`src/rtl/cfg_loader_pkg.sv`:
```
package cfg_loader_pkg;

  typedef enum logic [1:0] {
    LD_IDLE   = 2'd0,
    LD_EXTCLK = 2'd1,
    LD_SELFCLK = 2'd2
  } ld_mode_e;

  localparam logic [2:0] MODE_CODE_EXT  = 3'b111;
  localparam logic [2:0] MODE_CODE_SELF = 3'b000;

  function automatic ld_mode_e decode_mode(input logic [2:0] code);
    ld_mode_e m;
    case (code)
      MODE_CODE_EXT:  m = LD_EXTCLK;
      MODE_CODE_SELF: m = LD_SELFCLK;
      default:        m = LD_IDLE;
    endcase
    return m;
  endfunction

endpackage

```
`src/rtl/cfg_mode_latch.sv`:
```
module cfg_mode_latch
  import cfg_loader_pkg::*;
#(
  parameter int FRAME_BITS = 32,
  parameter int LEN_W      = 6
) (
  input  logic             clk,
  input  logic             rst_n,
  input  logic [2:0]       mode_sel,
  input  logic [LEN_W-1:0] cfg_len,
  output logic             armed,
  output ld_mode_e         mode,
  output logic [LEN_W-1:0] len
);

  logic             armed_q, armed_d;
  ld_mode_e         mode_q, mode_d;
  logic [LEN_W-1:0] len_q, len_d;

  // Capture happens exactly once: on the first edge with reset released.
  always_comb begin
    armed_d = armed_q;
    mode_d  = mode_q;
    len_d   = len_q;
    if (!armed_q) begin
      armed_d = 1'b1;
      mode_d  = decode_mode(mode_sel);
      len_d   = (cfg_len > LEN_W'(FRAME_BITS)) ? LEN_W'(FRAME_BITS) : cfg_len;
    end
  end

  always_ff @(posedge clk or negedge rst_n) begin
    if (!rst_n) begin
      armed_q <= 1'b0;
      mode_q  <= LD_IDLE;
      len_q   <= '0;
    end else begin
      armed_q <= armed_d;
      mode_q  <= mode_d;
      len_q   <= len_d;
    end
  end

  assign armed = armed_q;
  assign mode  = mode_q;
  assign len   = len_q;

endmodule

```
`src/rtl/cfg_clk_div.sv`:
```
module cfg_clk_div #(
  parameter int RATE_W         = 2,
  parameter int BASE_HALF_LOG2 = 3
) (
  input  logic              clk,
  input  logic              rst_n,
  input  logic              en,
  input  logic [RATE_W-1:0] rate_code,
  input  logic              rate_wr,
  output logic              cclk_out,
  output logic              rise
);

  localparam int CNT_W = BASE_HALF_LOG2 + 1;

  logic [RATE_W-1:0] rate_pend_q, rate_pend_d;
  logic [RATE_W-1:0] rate_act_q, rate_act_d;
  logic [CNT_W-1:0]  cnt_q, cnt_d;
  logic              cclk_q, cclk_d;
  logic [CNT_W-1:0]  half_m1;
  logic              phase_end;

  // Phase length minus one for the active rate; faster codes saturate at 1 cycle.
  always_comb begin
    if (int'(rate_act_q) >= BASE_HALF_LOG2)
      half_m1 = '0;
    else
      half_m1 = (CNT_W'(1) << (BASE_HALF_LOG2 - int'(rate_act_q))) - CNT_W'(1);
  end

  assign phase_end = en && (cnt_q == half_m1);

  always_comb begin
    rate_pend_d = rate_wr ? rate_code : rate_pend_q;
    rate_act_d  = rate_act_q;
    cnt_d       = cnt_q;
    cclk_d      = cclk_q;
    if (!en) begin
      cnt_d  = '0;
      cclk_d = 1'b0;
    end else if (phase_end) begin
      cnt_d  = '0;
      cclk_d = !cclk_q;
      // The period boundary is the low-to-high transition; switch rate only there.
      if (!cclk_q) rate_act_d = rate_pend_q;
    end else begin
      cnt_d = cnt_q + CNT_W'(1);
    end
  end

  always_ff @(posedge clk or negedge rst_n) begin
    if (!rst_n) begin
      rate_pend_q <= '0;
      rate_act_q  <= '0;
      cnt_q       <= '0;
      cclk_q      <= 1'b0;
    end else begin
      rate_pend_q <= rate_pend_d;
      rate_act_q  <= rate_act_d;
      cnt_q       <= cnt_d;
      cclk_q      <= cclk_d;
    end
  end

  assign cclk_out = cclk_q;
  assign rise     = phase_end && !cclk_q;

endmodule

```
`src/rtl/cfg_ext_sync.sv`:
```
module cfg_ext_sync #(
  parameter int SYNC_STAGES = 2
) (
  input  logic clk,
  input  logic rst_n,
  input  logic cclk_in,
  input  logic din,
  output logic strobe,
  output logic bit_out
);

  logic [SYNC_STAGES-1:0] clk_pipe_q;
  logic [SYNC_STAGES-1:0] dat_pipe_q;
  logic                   clk_last_q;

  genvar g;
  generate
    for (g = 0; g < SYNC_STAGES; g++) begin : g_stage
      logic clk_src, dat_src;
      if (g == 0) begin : g_first
        assign clk_src = cclk_in;
        assign dat_src = din;
      end else begin : g_next
        assign clk_src = clk_pipe_q[g-1];
        assign dat_src = dat_pipe_q[g-1];
      end
      always_ff @(posedge clk or negedge rst_n) begin
        if (!rst_n) begin
          clk_pipe_q[g] <= 1'b0;
          dat_pipe_q[g] <= 1'b0;
        end else begin
          clk_pipe_q[g] <= clk_src;
          dat_pipe_q[g] <= dat_src;
        end
      end
    end
  endgenerate

  always_ff @(posedge clk or negedge rst_n) begin
    if (!rst_n) clk_last_q <= 1'b0;
    else        clk_last_q <= clk_pipe_q[SYNC_STAGES-1];
  end

  assign strobe  = clk_pipe_q[SYNC_STAGES-1] && !clk_last_q;
  assign bit_out = dat_pipe_q[SYNC_STAGES-1];

endmodule

```
`src/rtl/cfg_frame_capture.sv`:
```
module cfg_frame_capture #(
  parameter int FRAME_BITS = 32,
  parameter int LEN_W      = 6
) (
  input  logic                  clk,
  input  logic                  rst_n,
  input  logic                  en,
  input  logic                  strobe,
  input  logic                  bit_in,
  input  logic [LEN_W-1:0]      len,
  output logic [FRAME_BITS-1:0] frame,
  output logic [LEN_W-1:0]      count,
  output logic                  done,
  output logic                  dout
);

  logic [LEN_W-1:0] cnt_q, cnt_d;
  logic             done_q, done_d;
  logic             dout_q, dout_d;
  logic             take;

  assign take = strobe && !done_q;

  always_comb begin
    cnt_d  = take ? cnt_q + LEN_W'(1) : cnt_q;
    done_d = done_q || (en && (cnt_d == len));
    dout_d = (strobe && done_q) ? bit_in : dout_q;
  end

  always_ff @(posedge clk or negedge rst_n) begin
    if (!rst_n) begin
      cnt_q  <= '0;
      done_q <= 1'b0;
      dout_q <= 1'b0;
    end else begin
      cnt_q  <= cnt_d;
      done_q <= done_d;
      dout_q <= dout_d;
    end
  end

  genvar i;
  generate
    for (i = 0; i < FRAME_BITS; i++) begin : g_cell
      logic cell_q;
      logic cell_we;
      assign cell_we = take && (cnt_q == LEN_W'(i));
      always_ff @(posedge clk or negedge rst_n) begin
        if (!rst_n)       cell_q <= 1'b0;
        else if (cell_we) cell_q <= bit_in;
      end
      assign frame[i] = cell_q;
    end
  endgenerate

  assign count = cnt_q;
  assign done  = done_q;
  assign dout  = dout_q;

endmodule

```
`src/rtl/cfg_serial_loader.sv`:
```
module cfg_serial_loader
  import cfg_loader_pkg::*;
#(
  parameter int FRAME_BITS     = 32,
  parameter int RATE_W         = 2,
  parameter int BASE_HALF_LOG2 = 3,
  parameter int SYNC_STAGES    = 2,
  localparam int LEN_W         = $clog2(FRAME_BITS + 1)
) (
  input  logic                  clk,
  input  logic                  rst_n,
  input  logic [2:0]            mode_sel,
  input  logic [LEN_W-1:0]      cfg_len,
  input  logic [RATE_W-1:0]     rate_code,
  input  logic                  rate_wr,
  input  logic                  cclk_in,
  input  logic                  din,
  output logic                  cclk_out,
  output logic                  dout,
  output logic                  done,
  output logic [FRAME_BITS-1:0] frame_data,
  output logic [LEN_W-1:0]      bit_count
);

  logic             armed;
  ld_mode_e         mode;
  logic [LEN_W-1:0] len;
  logic             ext_act, self_act;
  logic             ext_strobe, ext_bit;
  logic             self_rise;
  logic             strobe, bit_sel;

  cfg_mode_latch #(.FRAME_BITS(FRAME_BITS), .LEN_W(LEN_W)) u_mode (
    .clk(clk), .rst_n(rst_n), .mode_sel(mode_sel), .cfg_len(cfg_len),
    .armed(armed), .mode(mode), .len(len)
  );

  assign ext_act  = armed && (mode == LD_EXTCLK);
  assign self_act = armed && (mode == LD_SELFCLK);

  cfg_ext_sync #(.SYNC_STAGES(SYNC_STAGES)) u_sync (
    .clk(clk), .rst_n(rst_n), .cclk_in(cclk_in), .din(din),
    .strobe(ext_strobe), .bit_out(ext_bit)
  );

  cfg_clk_div #(.RATE_W(RATE_W), .BASE_HALF_LOG2(BASE_HALF_LOG2)) u_div (
    .clk(clk), .rst_n(rst_n), .en(self_act), .rate_code(rate_code),
    .rate_wr(rate_wr), .cclk_out(cclk_out), .rise(self_rise)
  );

  always_comb begin
    strobe  = 1'b0;
    bit_sel = 1'b0;
    if (ext_act) begin
      strobe  = ext_strobe;
      bit_sel = ext_bit;
    end else if (self_act) begin
      strobe  = self_rise;
      bit_sel = din;
    end
  end

  cfg_frame_capture #(.FRAME_BITS(FRAME_BITS), .LEN_W(LEN_W)) u_cap (
    .clk(clk), .rst_n(rst_n), .en(armed), .strobe(strobe), .bit_in(bit_sel),
    .len(len), .frame(frame_data), .count(bit_count), .done(done), .dout(dout)
  );

endmodule

```
`config.mk`:
```
export PLATFORM = sky130hd
export DESIGN_NAME = cfg_serial_loader
export DESIGN_NICKNAME = d
export VERILOG_FILES = /design/src/rtl/cfg_loader_pkg.sv /design/src/rtl/cfg_mode_latch.sv /design/src/rtl/cfg_clk_div.sv /design/src/rtl/cfg_ext_sync.sv /design/src/rtl/cfg_frame_capture.sv /design/src/rtl/cfg_serial_loader.sv
export SDC_FILE = /design/constraint.sdc
export NUM_CORES = 1
export LEC_CHECK = 0
export ABC_AREA = 1
export ABC_CLOCK_PERIOD_IN_PS = 3100
export BUFFER_PORTS_ARGS = -buffer_cell sky130_fd_sc_hd__buf_2
export CORE_MARGIN = 4
export CORE_UTILIZATION = 45
export DETAILED_ROUTE_END_ITERATION = 10
export HOLD_SLACK_MARGIN = 0.02
export PLACE_DENSITY = 0.64
export SYNTH_ARGS = -nofsm -noshare
export SYNTH_HDL_FRONTEND = slang
export SYNTH_SLANG_ARGS = --single-unit
```
`constraint.sdc`:
```
create_clock -name clk -period 3.1 [get_ports clk]
set_clock_uncertainty 0.1 [all_clocks]
set_input_delay 0.31 -clock clk [delete_from_list [all_inputs] [get_ports clk]]
set_output_delay 0.31 -clock clk [all_outputs]
set_load 0.02 [all_outputs]
```
# ---- Yosys cells after proc, flatten, opt, wreduce, memory -nomap -nowiden
# Index checks and enable logic that the tools add are counted.
# Widths: inputs -> output; s select.
dict set report word_totals {
  regBits 63
  input_bits 16
  output_inout_bits 41
  word_cells 151
}
dict set report classes {
  order_cmp 2
  eq_ne 37
  mux 12
  add_sub_neg 4
  bitwise 1
  reduce_logical 47
  n_shift 1
}
# cell n
set op_table {}
lappend op_table {{$eq 6x5->1 const B} 16}
lappend op_table {{$eq 6x4->1 const B} 8}
lappend op_table {{$logic_and 1x1->1} 40}
lappend op_table {{$shl 1x32->4 const A} 1}
lappend op_table {{$eq 6x3->1 const B} 4}
lappend op_table {{$eq 6x2->1 const B} 2}
lappend op_table {{$mux 4} 3}
lappend op_table {{$mux 6} 2}
lappend op_table {{$add 6x1->6 const B} 1}
lappend op_table {{$eq 6x1->1 const B} 1}
lappend op_table {{$eq 6x6->1} 1}
lappend op_table {{$gt 6x6->1 const B} 1}
lappend op_table {{$logic_not 6->1} 1}
lappend op_table {{$mux 1} 6}
lappend op_table {{$add 4x1->4 const B} 1}
lappend op_table {{$eq 4x4->1} 1}
lappend op_table {{$pmux 2 s2} 1}
lappend op_table {{$sub 4x2->4 const B} 1}
lappend op_table {{$eq 3x3->1 const B} 1}
lappend op_table {{$logic_not 1->1} 3}
lappend op_table {{$logic_not 3->1} 1}
lappend op_table {{$reduce_and 3->1} 1}
lappend op_table {{$sub 2x2->3 const A} 1}
lappend op_table {{$eq 2x1->1 const B} 1}
lappend op_table {{5 further kinds} 5}

# ---- Logic depth before layout (Yosys ltp)
# Gate-level depths: netlist (run 1).
dict set report logic_depth {
  word_depth 14
  depth_mapped 15
  mapped_depth_nobuf 15
}

# ---- Modules after synthesis
# Synthesis (run 1) repeated with hierarchy kept, for this count alone.
dict set report unflattened {
  hier_cells 352
  area_unflattened_um2 3095.5
}
# mod area_per_inst_um2 instances cells_per_inst seq_area_each_um2
set modules_own_cells {}
lappend modules_own_cells {cfg_frame_capture 2089.5 1 245 1001.0}
lappend modules_own_cells {cfg_clk_div 451.7 1 50 225.2}
lappend modules_own_cells {cfg_mode_latch 371.6 1 40 225.2}
lappend modules_own_cells {cfg_ext_sync 135.1 1 7 125.1}
lappend modules_own_cells {cfg_serial_loader 47.5 1 10 0.0}

# ---- Least setup slack after synthesis (run 1)
# No wires, ideal clock.
dict set report synth_timing {
  kind {register to register}
  start {register u_div.cclk_q, in the netlist u_div.cclk_out}
  end {register u_cap.g_cell[0].cell_q}
  arrival_time_ns 1.740
  path_slack_ns 1.132
  stages_incl_launch_ff 8
  synth_period_minus_slack_ns 1.968
  required_ns 2.873
  setup_ns 0.127
  cell_sequence {dfrtp_1 > nor3_2 > nand4_4 > nand2_4 > nand2_4 > nor3_4 > nand2_1 > mux2_1}
}
dict set report synth_via {
  elab_chain_len 6
}
# element line
set synth_rtl {}
lappend synth_rtl {{from (decl)} cfg_clk_div.sv:19} ;# logic cclk_q, cclk_d;
lappend synth_rtl {{from (signal assigned)} cfg_clk_div.sv:61} ;# cclk_q <= cclk_d;
lappend synth_rtl {{$logic_not 1->1} cfg_clk_div.sv:66} ;# assign rise = phase_end && !cclk_q;
lappend synth_rtl {{$logic_and 1x1->1} cfg_clk_div.sv:66}
lappend synth_rtl {{$mux 1} cfg_serial_loader.sv:57} ;# end else if (self_act) begin
lappend synth_rtl {{$mux 1} cfg_serial_loader.sv:54} ;# if (ext_act) begin
lappend synth_rtl {{$logic_and 1x1->1} cfg_frame_capture.sv:22} ;# assign take = strobe && !done_q;
lappend synth_rtl {{$logic_and 1x1->1} cfg_frame_capture.sv:47} ;# assign cell_we = take && (cnt_q == LEN_W'(i));
lappend synth_rtl {{to (signal assigned)} cfg_frame_capture.sv:50} ;# else if (cell_we) cell_q <= bit_in;
lappend synth_rtl {{to (decl)} cfg_frame_capture.sv:45} ;# logic cell_q;
# No other way between the ends.
# A chain may end at the register's enable or synchronous reset.

# ---- Worst setup path after layout (run 1)
dict set report layout_timing {
  start {register u_mode.armed_q, in the netlist u_mode.armed}
  end {register u_cap.g_cell[22].cell_q}
}
dict set report layout_via {
  elab_chain_len 7
  word_cells_on_any_way 10
  classes_between {mux (4); reduce/logical (6)}
}
# element line
set layout_rtl {}
lappend layout_rtl {{from (decl)} cfg_mode_latch.sv:16} ;# logic armed_q, armed_d;
lappend layout_rtl {{from (signal assigned)} cfg_mode_latch.sv:38} ;# armed_q <= armed_d;
lappend layout_rtl {{$logic_and 1x1->1} cfg_serial_loader.sv:39} ;# assign self_act = armed && (mode == LD_SELFCLK);
lappend layout_rtl {{$logic_and 1x1->1} cfg_clk_div.sv:31} ;# assign phase_end = en && (cnt_q == half_m1);
lappend layout_rtl {{$logic_and 1x1->1} cfg_clk_div.sv:66}
lappend layout_rtl {{$mux 1} cfg_serial_loader.sv:57}
lappend layout_rtl {{$mux 1} cfg_serial_loader.sv:54}
lappend layout_rtl {{$logic_and 1x1->1} cfg_frame_capture.sv:22}
lappend layout_rtl {{$logic_and 1x1->1} cfg_frame_capture.sv:47}
lappend layout_rtl {{to (signal assigned)} cfg_frame_capture.sv:50}
lappend layout_rtl {{to (decl)} cfg_frame_capture.sv:45}
# Parallel ways exist; a longest one is shown, timed or not.

==> results.json, run 1 <==
{
  "run_status": "completed",
  "synth_enable_flop_cells": 0,
  "min-delay-path-class": "in2async",
  "clock_tree_root": "clkbuf_8",
  "die_h_um": 92.1,
  "routed_via_density": 4.69,
  "critPathRequiredTime_ns": 3.22,
  "worst_slew_margin_rel_pct": 47.5,
  "antennaDiodeCount": 0,
  "finalSetupViolCount": 0,
  "rsz0062_at_grt": "no",
  "critical_path.most_common_cell": "nand2_4",
  "fin_area_mm2": 0.00349,
  "yosys_register_bits": 63,
  "drt_first_pass_iters": 4,
  "vdd.ir_drop.worst_mv": 0.345,
  "pin_count_of_the_biggest_net_entering_global_routing": 64,
  "design.portCount": 57,
  "area_growth_syn_to_layout_pct": 9.76,
  "postSynthAreaPerCell_um2": 8.73,
  "place_hpwl_um": 4510,
  "critical_path.max_fanout": 10,
  "final_standard_cell_utilization_of_the_core_pct": 51.1,
  "die_w_um": 92.1,
  "synth.cell_area_mm2": 0.00318,
  "final.setup.tns_ns": 0,
  "core_area_mm2": 0.00683,
  "vias": 2324,
  "synth_area_leaders": "dfrtp_1 (50%), nand2_1 (10%), buf_4 (7.8%)",
  "hold_viol": 0,
  "drc": 0,
  "grt-busiest-layer": "met2",
  "synth_flop_cell": "dfrtp_1",
  "critical_path.reg2reg.startpoint": "u_mode.armed",
  "area_after_detailed_placement_mm2": 0.00332,
  "antenna_found_initial": 0,
  "worstSetupStartpointType": "flop",
  "rr_endpoint": "u_cap.g_cell[22].cell_q",
  "routed_wl_um": 6120,
  "synth.yosys.warnings": 0,
  "syn_nets": 385,
  "drv.max_cap_violation_count": 0,
  "post_synth_most_frequent_cells": "nand2_1 (88), dfrtp_1 (63), nor2_1 (39), buf_4 (33), inv_1 (33)",
  "nNetsFinal": 418,
  "report.power.total_mw": 1.97,
  "grt_first_pass_wirelength_um": 10800,
  "io_buffers": 56,
  "yosysSeqAreaShare_pct": 49.6,
  "cpPeakStageDelay_ns": 0.47,
  "synth.most_common_cell": "nand2_1",
  "worst_slew_pin_slew_ns": 0.788,
  "critical_path.top_delay_family": "simple AND/OR/NAND/NOR gates",
  "compound_gate_portion_of_the_synthesized_area_pct": 7.91,
  "max_stage_delay_cell_worst_path": "dfrtp_1",
  "synth_top_family_by_area": "simple AND/OR/NAND/NOR gates",
  "initialDrtViolationCount": 113,
  "netlist.top_cell.by_area": "dfrtp_1",
  "post-cts-setup-buffers": 0,
  "met2_usage_in_global_routing_pct": 23.4,
  "cts-htree-levels": 3,
  "endpoint_kind": "flop",
  "p_leak_nw": 1.77,
  "multiplexer_fraction_of_the_synthesized_cell_area_pct": 2.83,
  "gr-usage-all-layers_pct": 16.0,
  "grtUsageMet3_pct": 5.00,
  "globalplace.congestion": 0.837,
  "fmaxAchievable_mhz": 439,
  "async_set_reset_flop_share_out_of_synthesis_pct": 100,
  "maxSlewViolCount": 0,
  "yosysUniqueCellTypes": 30,
  "cts.sinks": 63,
  "worst-setup-path-type": "reg2reg",
  "reg2reg_setup_slack_ns": 0.82,
  "ant_nets": 0,
  "power_density_mw_per_mm2": 565,
  "first_global_vias": 2277,
  "overflow": 0,
  "clock_slew_at_the_register_clock_pins_of_the_worst_setup_and_hold_paths_ns": 0.07,
  "drive_above_1_share_pct": 19.8,
  "die-area_mm2": 0.00847,
  "ff2ff_path_depth": 10,
  "finalCritPeriodShare_pct": 73.5,
  "synth-simple-area-share_pct": 23.4,
  "critical_path_arrival_ns": 2.40,
  "worstSkewPairLatency_ns": 0.33,
  "finalCriticalPeriod_ns": 2.28,
  "met1_usage_pct": 22.3,
  "timing.critical_path.cells": "nand2_2 -> nor3_2 -> nand4_4 -> nand2_4 -> nand2_4 -> nor3_4 -> inv_2 -> nor2_1 -> nand2_1 -> o21a_1",
  "clock_tree.buffer_depth": 2,
  "yosys.area.top_type_share_pct": 49.6,
  "critical_path.n_buffers_inverters": 1,
  "std_cell_rows": 30,
  "post_synth_fa_ha_maj_area_fraction_pct": 1.97,
  "synthesis.instances": 364,
  "tritoncts": "built",
  "start_util_pct": 46.5,
  "cts_inserted_buffers": 9,
  "holdWs_ns": 0.0459,
  "wire_per_inst_um": 12.3,
  "synth-xor-area-share_pct": 1.65
}
[cell usage in the layout (no fill, tap or decap), drive strengths merged]
cell / n
dlygate4sd3: 2
nor3: 4
conb: 1
clkinv: 3
inv: 35
nand3b: 1
or4: 1
nand4: 3
o21ai: 20
buf: 57
a21oi: 3
a31oi: 1
mux2: 8
nand3: 26
xor2: 4
dfrtp: 63
nor2: 41
clkbuf: 12
ha: 5
o21a: 15
nand2: 91
a22o: 1
xnor2: 2
o41ai: 1
[worst max path at each step]
stage	from	end	slack, ns	cells after the start
final	u_mode.armed	u_cap.g_cell[22].cell_q	0.82	10
after global routing	u_mode.armed	u_cap.g_cell[8].cell_q	0.47	10
after CTS	u_mode.armed	u_cap.g_cell[22].cell_q	0.78	10
after detailed placement	u_mode.armed	u_cap.g_cell[22].cell_q	0.79	10
after global placement	u_mode.armed	u_cap.g_cell[22].cell_q	0.88	10
after floorplan	u_div.cclk_out	u_cap.g_cell[0].cell_q	1.13	7
[logic make-up after synthesis]
family / count (synthesis)
flops: 63
buf+inv: 73
other cells: 1
mux: 8
compound gates: 41
fa+ha+maj: 5
simple gates: 167
xor+xnor: 6
[what timing repair did]
item,4_1_cts,5_1_grt
hold buffers,2,0
gates resized for setup,0,0
endpoints found under the hold margin,2,0
[cell type report]
class | count | area [um^2]
inverters | 36 | 135
clock inverters | 2 | 10.0
multi-input cells | 228 | 1200
repair buffers | 59 | 308
well taps | 96 | 120
clock buffers | 12 | 135
fillers | 699 | 3340
flip-flops and latches | 63 | 1580
[power by group]
| group | total, mW | internal, mW | switching, mW |
|---|---|---|---|
| combinational | 0.434 | 0.135 | 0.299 |
| sequential | 0.972 | 0.882 | 0.0900 |
| clock | 0.566 | 0.279 | 0.287 |
[registers in the layout (all words and copies together), names as in the netlist, 2 cells and up]
signal	cells
u_mode.len	6
u_mode.mode	2
u_cap.g_cell.cell_q	32
u_div.cnt_q	4
u_div.rate_act_q	2
u_cap.count	6
u_div.rate_pend_q	2
[metrics by stage]
step | cells | worst slack [ns]
floorplan | 364 | 1.13
global placement | 480 | 0.875
detailed placement | 480 | 0.786
CTS | 496 | 0.776
global route | 496 | 0.468
finish | 496 | 0.821
[layer usage]
layer,vias to the layer above,part of all wire [%]
met2,53,44
met4,0,1.4
met3,8,5.8
li1,1193,-
met5,-,0
met1,1070,49
(Power assumes the default switching activity.)
==> run 2, diff against run 1 <==
--- a/config.mk
+++ b/config.mk
@@ -6,7 +6,7 @@
 export NUM_CORES = 1
 export LEC_CHECK = 0
 export ABC_AREA = 1
-export ABC_CLOCK_PERIOD_IN_PS = 3100
+export ABC_CLOCK_PERIOD_IN_PS = 2300
 export BUFFER_PORTS_ARGS = -buffer_cell sky130_fd_sc_hd__buf_2
 export CORE_MARGIN = 4
 export CORE_UTILIZATION = 45
==> constraint.sdc (replaced) <==
create_clock -name clk -period 2.3 [get_ports clk]
set_clock_uncertainty 0.1 [all_clocks]
set_input_delay 0.23 -clock clk [delete_from_list [all_inputs] [get_ports clk]]
set_output_delay 0.23 -clock clk [all_outputs]
set_load 0.02 [all_outputs]
==> run 2 against run 1 <==
Effect of this change:
- die area unchanged
- critical path depth unchanged
- worst setup slack got worse by 0.70 ns
- maximum frequency increased by 4.7%
- flip-flop and latch count unchanged
- critical path type unchanged
- critical endpoint is now u_cap.g_cell[13].cell_q
- largest cell class unchanged
==> results.json, run 2 (synthesis results as in run 1) <==
{
  "hold_viol": 0,
  "min-delay-path-class": "in2reg",
  "met2RoutedLength_um": 2760,
  "globalplace.congestion": 0.844,
  "final_common_cell": "nand2_1",
  "area_growth_syn_to_layout_pct": 15.5,
  "drv.max_cap_violation_count": 0,
  "destination_of_the_worst_hold_path": "u_mode.len[3]",
  "clock_tree_root": "clkbuf_8",
  "worst_slew_pin_slew_ns": 0.733,
  "routed_wl_um": 6250,
  "largest_register_ffs": 32,
  "die_h_um": 92.1,
  "worstSkewPairLatency_ns": 0.33,
  "area_after_detailed_placement_mm2": 0.00334,
  "initialDrtViolationCount": 119,
  "reg2reg_setup_slack_ns": 0.12,
  "fin_area_mm2": 0.00367,
  "vias": 2406,
  "die_w_um": 92.1,
  "antenna_found_initial": 0,
  "source_of_the_worst_hold_timing_path": "cfg_len[3]",
  "overflow": 0,
  "core_area_mm2": 0.00683,
  "finalCritPeriodShare_pct": 94.7,
  "routed_via_density": 4.71,
  "start_util_pct": 46.5,
  "fmaxAchievable_mhz": 459,
  "holdWs_ns": 0.0411,
  "highest-signal-layer": "met4",
  "dr_wl_met3_um": 328,
  "worstSetupStartpointType": "flop",
  "routedLengthMet1_um": 3070,
  "nNetsFinal": 433,
  "cts-htree-levels": 3,
  "io_buffers": 56,
  "mostFrequentLayoutCells": "nand2_1 (88), dfrtp_1 (61), buf_2 (56)",
  "worst_slew_margin_rel_pct": 51.1,
  "run_status": "completed",
  "maxSlewViolCount": 0,
  "critical_path.max_fanout": 10,
  "first_global_vias": 2294,
  "endpoint_kind": "flop",
  "critPathRequiredTime_ns": 2.41,
  "vdd.ir_drop.worst_mv": 0.479,
  "clock_slew_at_the_register_clock_pins_of_the_worst_setup_and_hold_paths_ns": 0.07,
  "place_hpwl_um": 4540,
  "timing.hold.worst_path_depth": 3,
  "design.portCount": 57,
  "rr_endpoint": "u_cap.g_cell[13].cell_q",
  "wire_per_inst_um": 12.2,
  "ff2ff_path_depth": 10,
  "tritoncts": "built",
  "pin_count_of_the_biggest_net_entering_global_routing": 40,
  "clock_tree.buffer_depth": 2,
  "drive_above_1_share_pct": 22.2,
  "worst-setup-path-type": "reg2reg",
  "power_density_mw_per_mm2": 746,
  "gr-usage-all-layers_pct": 16.1,
  "cts_inserted_buffers": 9,
  "cts.sinks": 63,
  "critical_path.reg2reg.startpoint": "u_div.rate_act_q[1]",
  "die-area_mm2": 0.00847,
  "ant_nets": 0,
  "p_leak_nw": 1.84,
  "critical_path_arrival_ns": 2.29,
  "finalSetupViolCount": 0,
  "std_cell_rows": 30,
  "drt_first_pass_iters": 4,
  "drc": 0,
  "antennaDiodeCount": 0,
  "largest_register": "u_cap.g_cell.cell_q",
  "finalCriticalPeriod_ns": 2.18,
  "grt_first_pass_wirelength_um": 10900
}
==> run 2: cell types whose count changed in the layout (fill, tap and decap cells not counted), sizes merged <==
| cell | change |
|---|---|
| dlygate4sd3 | +7 |
| buf | +8 |
| clkinv | -1 |
| clkbuf | +1 |
==> run 2: metrics by stage <==
stage / utilization (%) / instances / setup TNS (ns) / power, mW / setup slack [ns]
6_report: 53.7 / 511 / 0 / 2.74 / 0.123
5_1_grt: 53.7 / 511 / -0.171 / 2.93 / -0.0299
4_1_cts: 52.7 / 504 / 0 / 2.77 / 0.0183
3_5_place_dp: 49.0 / 481 / 0 / 1.93 / 0.0293
3_3_place_gp: 49.0 / 481 / 0 / 1.92 / 0.131
2_1_floorplan: - / 364 / 0 / 1.73 / 0.332
==> run 2: critical path, cell delays in order, from the launching register on <==
cell and delay [ns]:
dfrtp_2 0.45, nor2_2 0.11, nor2_1 0.05, nor2_2 0.16, nand4_4 0.12, nand2_4 0.13
nand2_8 0.09, nor3_4 0.33, buf_4 0.17, nand2_1 0.05, mux2_1 0.30
==> run 2: worst max-delay path by stage <==
stage                                   start                 endpoint  slack [ns]
after global placement           u_mode.armed   u_cap.g_cell[5].cell_q        0.13
after global routing      u_div.rate_act_q[1]   u_cap.g_cell[3].cell_q       -0.03
after CTS                        u_mode.armed   u_cap.g_cell[8].cell_q        0.02
final                     u_div.rate_act_q[1]  u_cap.g_cell[13].cell_q        0.12
after floorplan                u_div.cclk_out   u_cap.g_cell[0].cell_q        0.33
after detailed placement         u_mode.armed   u_cap.g_cell[2].cell_q        0.03
==> run 2: layout make-up <==
cell class	count	area (um^2)
repair buffers	74	454
inverters	36	135
clock buffers	13	159
well taps	96	120
clock inverters	1	5.00
fillers	675	3160
multi-input cells	228	1220
flip-flops and latches	63	1580
==> run 2: repair_timing <==
item                                    in CTS  in global routing
endpoints found under the setup margin       0                 20
gates resized for setup                      0                  6
hold buffers                                 9                  0
buffers inserted                             0                  7
hold endpoints to repair                    30                  0
==> run 2: report_power, final <==
group	leakage, nW	total (mW)	internal (mW)	switching, mW
logic	0.967	0.609	0.194	0.415
clock network	0.0854	0.818	0.437	0.380
registers	0.790	1.31	1.19	0.123
==> run 2: per-layer routing <==
layer  track usage, %  vias up
li1                 -     1228
met3             4.59        8
met5                0        -
met1             21.9     1123
met2             24.8       47
met4             5.20        0
==> run 3, diff against run 2 <==
--- a/config.mk
+++ b/config.mk
@@ -7,12 +7,13 @@
 export LEC_CHECK = 0
 export ABC_AREA = 1
 export ABC_CLOCK_PERIOD_IN_PS = 2300
-export BUFFER_PORTS_ARGS = -buffer_cell sky130_fd_sc_hd__buf_2
 export CORE_MARGIN = 4
-export CORE_UTILIZATION = 45
+export CORE_UTILIZATION = 58
 export DETAILED_ROUTE_END_ITERATION = 10
+export DONT_BUFFER_PORTS = 1
 export HOLD_SLACK_MARGIN = 0.02
-export PLACE_DENSITY = 0.64
+export PLACE_DENSITY = 0.71
 export SYNTH_ARGS = -nofsm -noshare
 export SYNTH_HDL_FRONTEND = slang
+export SYNTH_HIERARCHICAL = 1
 export SYNTH_SLANG_ARGS = --single-unit
==> run 3 against run 2 <==
Effect of this change:
- non-clock buffer count fell by 34
- count of clock-buffer cells in the layout fell by 2
- design area fell by 0.68%
- maximum frequency fell by 3.8%
- core utilization rose by 17 points
- clock power rose by 17%
- critical path type unchanged
- first-iteration DRC count fell by 11%
- largest power group unchanged
- critical path depth rose by 2
- synthesized area fell by 2.6%
==> results.json, run 3 <==
{
  "run_status": "completed",
  "drt_first_pass_iters": 4,
  "clock_slew_at_the_register_clock_pins_of_the_worst_setup_and_hold_paths_ns": 0.06,
  "multi_input_comb_area_mm2": 0.00120,
  "design.portCount": 57,
  "max_stage_delay_cell_worst_path": "dfrtp_1",
  "start_util_pct": 60.2,
  "antennaDiodeCount": 0,
  "clock_tree_root": "clkbuf_8",
  "critPathRequiredTime_ns": 2.44,
  "grt_first_pass_wirelength_um": 10700,
  "synth_area_leaders": "dfrtp_1 (51%), buf_4 (7.8%), nand2_1 (7.3%)",
  "syn_nets": 373,
  "yosysUniqueCellTypes": 28,
  "finalCriticalPeriod_ns": 2.26,
  "routed_via_density": 5.45,
  "filler_cell_count": 401,
  "core_area_mm2": 0.00514,
  "ant_nets": 0,
  "die_h_um": 81.1,
  "area_growth_syn_to_layout_pct": 17.8,
  "io_buffers": 0,
  "placed_cells_incl_taps": 393,
  "cpPeakStageDelay_ns": 0.43,
  "finalCritPeriodShare_pct": 98.4,
  "nNetsFinal": 382,
  "antenna_found_initial": 0,
  "finalSetupViolCount": 0,
  "cts.sinks": 63,
  "synth.yosys.warnings": 6,
  "globalplace.congestion": 0.794,
  "largest_register": "u_cap/g_cell.cell_q",
  "maxSlewViolCount": 0,
  "timing.hold.worst_path_depth": 5,
  "fmaxAchievable_mhz": 442,
  "yosysSeqAreaShare_pct": 50.9,
  "async_set_reset_flop_share_out_of_synthesis_pct": 100,
  "vias": 2372,
  "critical_path.max_fanout": 15,
  "synth_enable_flop_cells": 0,
  "hold_viol": 0,
  "largest_register_ffs": 32,
  "power_density_mw_per_mm2": 672,
  "synth_flop_cell": "dfrtp_1",
  "drive_above_1_share_pct": 18.9,
  "yosys.area.top_type_share_pct": 50.9,
  "drv.max_cap_violation_count": 0,
  "worst-setup-path-type": "reg2reg",
  "mostFrequentLayoutCells": "dfrtp_1 (63), nand2_1 (58), inv_1 (35)",
  "min-delay-path-class": "in2reg",
  "postSynthAreaPerCell_um2": 8.79,
  "worstSkewPairLatency_ns": 0.34,
  "final.setup.tns_ns": 0,
  "routed_wl_um": 6830,
  "rsz0062_at_grt": "yes",
  "gr-usage-all-layers_pct": 21.7,
  "worstSetupStartpointType": "flop",
  "place_hpwl_um": 4070,
  "netlist.top_cell.by_area": "dfrtp_1",
  "cts_inserted_buffers": 9,
  "seq_area_mm2": 0.00158,
  "critical_path_arrival_ns": 2.40,
  "initialDrtViolationCount": 106,
  "ff2ff_path_depth": 12,
  "synth.cell_area_mm2": 0.00310,
  "std_cell_rows": 26,
  "die_w_um": 81.1,
  "post_synth_most_frequent_cells": "dfrtp_1 (63), nand2_1 (60), inv_1 (35), nor2_1 (35), buf_4 (32)",
  "synth.most_common_cell": "dfrtp_1",
  "vdd.ir_drop.worst_mv": 0.504,
  "timing.critical_path.cells": "o21ai_1 -> nand2_1 -> nor2_4 -> nand3_2 -> inv_1 -> nand4_1 -> nand2_2 -> nand2_4 -> nor3_4 -> buf_12 -> a21oi_1 -> a31oi_1",
  "overflow": 0,
  "final_common_cell": "dfrtp_1",
  "tritoncts": "built",
  "final_standard_cell_utilization_of_the_core_pct": 70.9,
  "cts-htree-levels": 3,
  "first_global_vias": 2294,
  "wire_per_inst_um": 15.7,
  "clock_tree.buffer_depth": 2,
  "endpoint_kind": "flop",
  "synthesis.instances": 352,
  "stdcell_count": 435,
  "drc": 0,
  "yosys_register_bits": 63,
  "die-area_mm2": 0.00657,
  "p_leak_nw": 1.60,
  "pin_count_of_the_biggest_net_entering_global_routing": 64
}
-- run 3: logic make-up (layout without fill, tap and decap cells) --
family                   Yosys count  after routing  share of synthesized area (%)
AO/OA/AOI/OAI                     73             73                           13.6
adder cells (fa/ha/maj)            5              5                           2.02
buffers and inverters             78             91                           13.8
other                              1              1                          0.121
AND/OR/NAND/NOR                  128            128                           18.2
flip-flops                        63             63                           50.9
XOR/XNOR                           2              2                          0.566
multiplexers                       2              2                          0.728
-- run 3: path summary, 6_finish.rpt --
path	slack (ns)	to	startpoint
worst max-delay path	0.04	u_cap/g_cell[5].cell_q	u_div/rate_act_q[1]
min in group asynchronous	0.33	u_cap/g_cell[6].cell_q	rst_n
worst min register to register	0.26	u_sync/clk_pipe_q[1]	u_sync/g_stage[1].clk_src
max in group asynchronous	1.51	u_cap/count[4]	rst_n
worst min-delay path	0.09	u_mode/len[1]	cfg_len[2]
worst max register to register	0.04	u_cap/g_cell[5].cell_q	u_div/rate_act_q[1]
-- run 3: final cells by class --
type,count,area share [%]
multi-input combinational,211,32.9
sequential,63,43.2
clock inverter,4,1.24
inverter,36,3.71
clock buffer,11,4.15
tap,70,2.40
timing repair buffer,40,12.3
-- run 3: power breakdown --
group	switching, mW	leakage, nW	internal [mW]
combinational	0.178	0.813	0.102
sequential	0.0564	0.678	1.15
clock	0.413	0.105	0.547
total	0.647	1.60	1.80
-- run 3: metal layers --
| layer | GRT usage (%) | part of all wire (%) | up-vias |
|---|---|---|---|
| met1 | 25.1 | 40 | 1125 |
| met4 | 11.8 | 2.5 | 0 |
| met2 | 35.2 | 50 | 79 |
| met3 | 7.43 | 7.4 | 14 |
| met5 | 0 | 0 | - |
| li1 | - | - | 1154 |
-- run 3: metrics by stage --
step	hold WS [ns]	instance area [um^2]	worst slack (ns)	total power [mW]
after CTS	0.0547	3440	0.00234	2.45
after global placement	-0.164	3030	0.111	1.43
after global routing	0.118	3650	-0.103	2.56
after floorplan	-0.166	3100	0.0636	1.38
after detailed placement	-0.164	3030	0.0466	1.44
final	0.0947	3650	0.0373	2.45
-- run 3: critical path: cells and delay by family, from the launching register on --
family          cells  cell delay (ns)
simple gates        7             0.91
buf+inv             2             0.26
flops               1             0.43
compound gates      3             0.44
-- run 3: what timing repair did --
item | CTS | global route
endpoints found under the hold margin | 75 | 0
endpoints found under the setup margin | 0 | 35
hold buffers | 20 | 0
buffers inserted | 0 | 4
resized for setup | 0 | 28
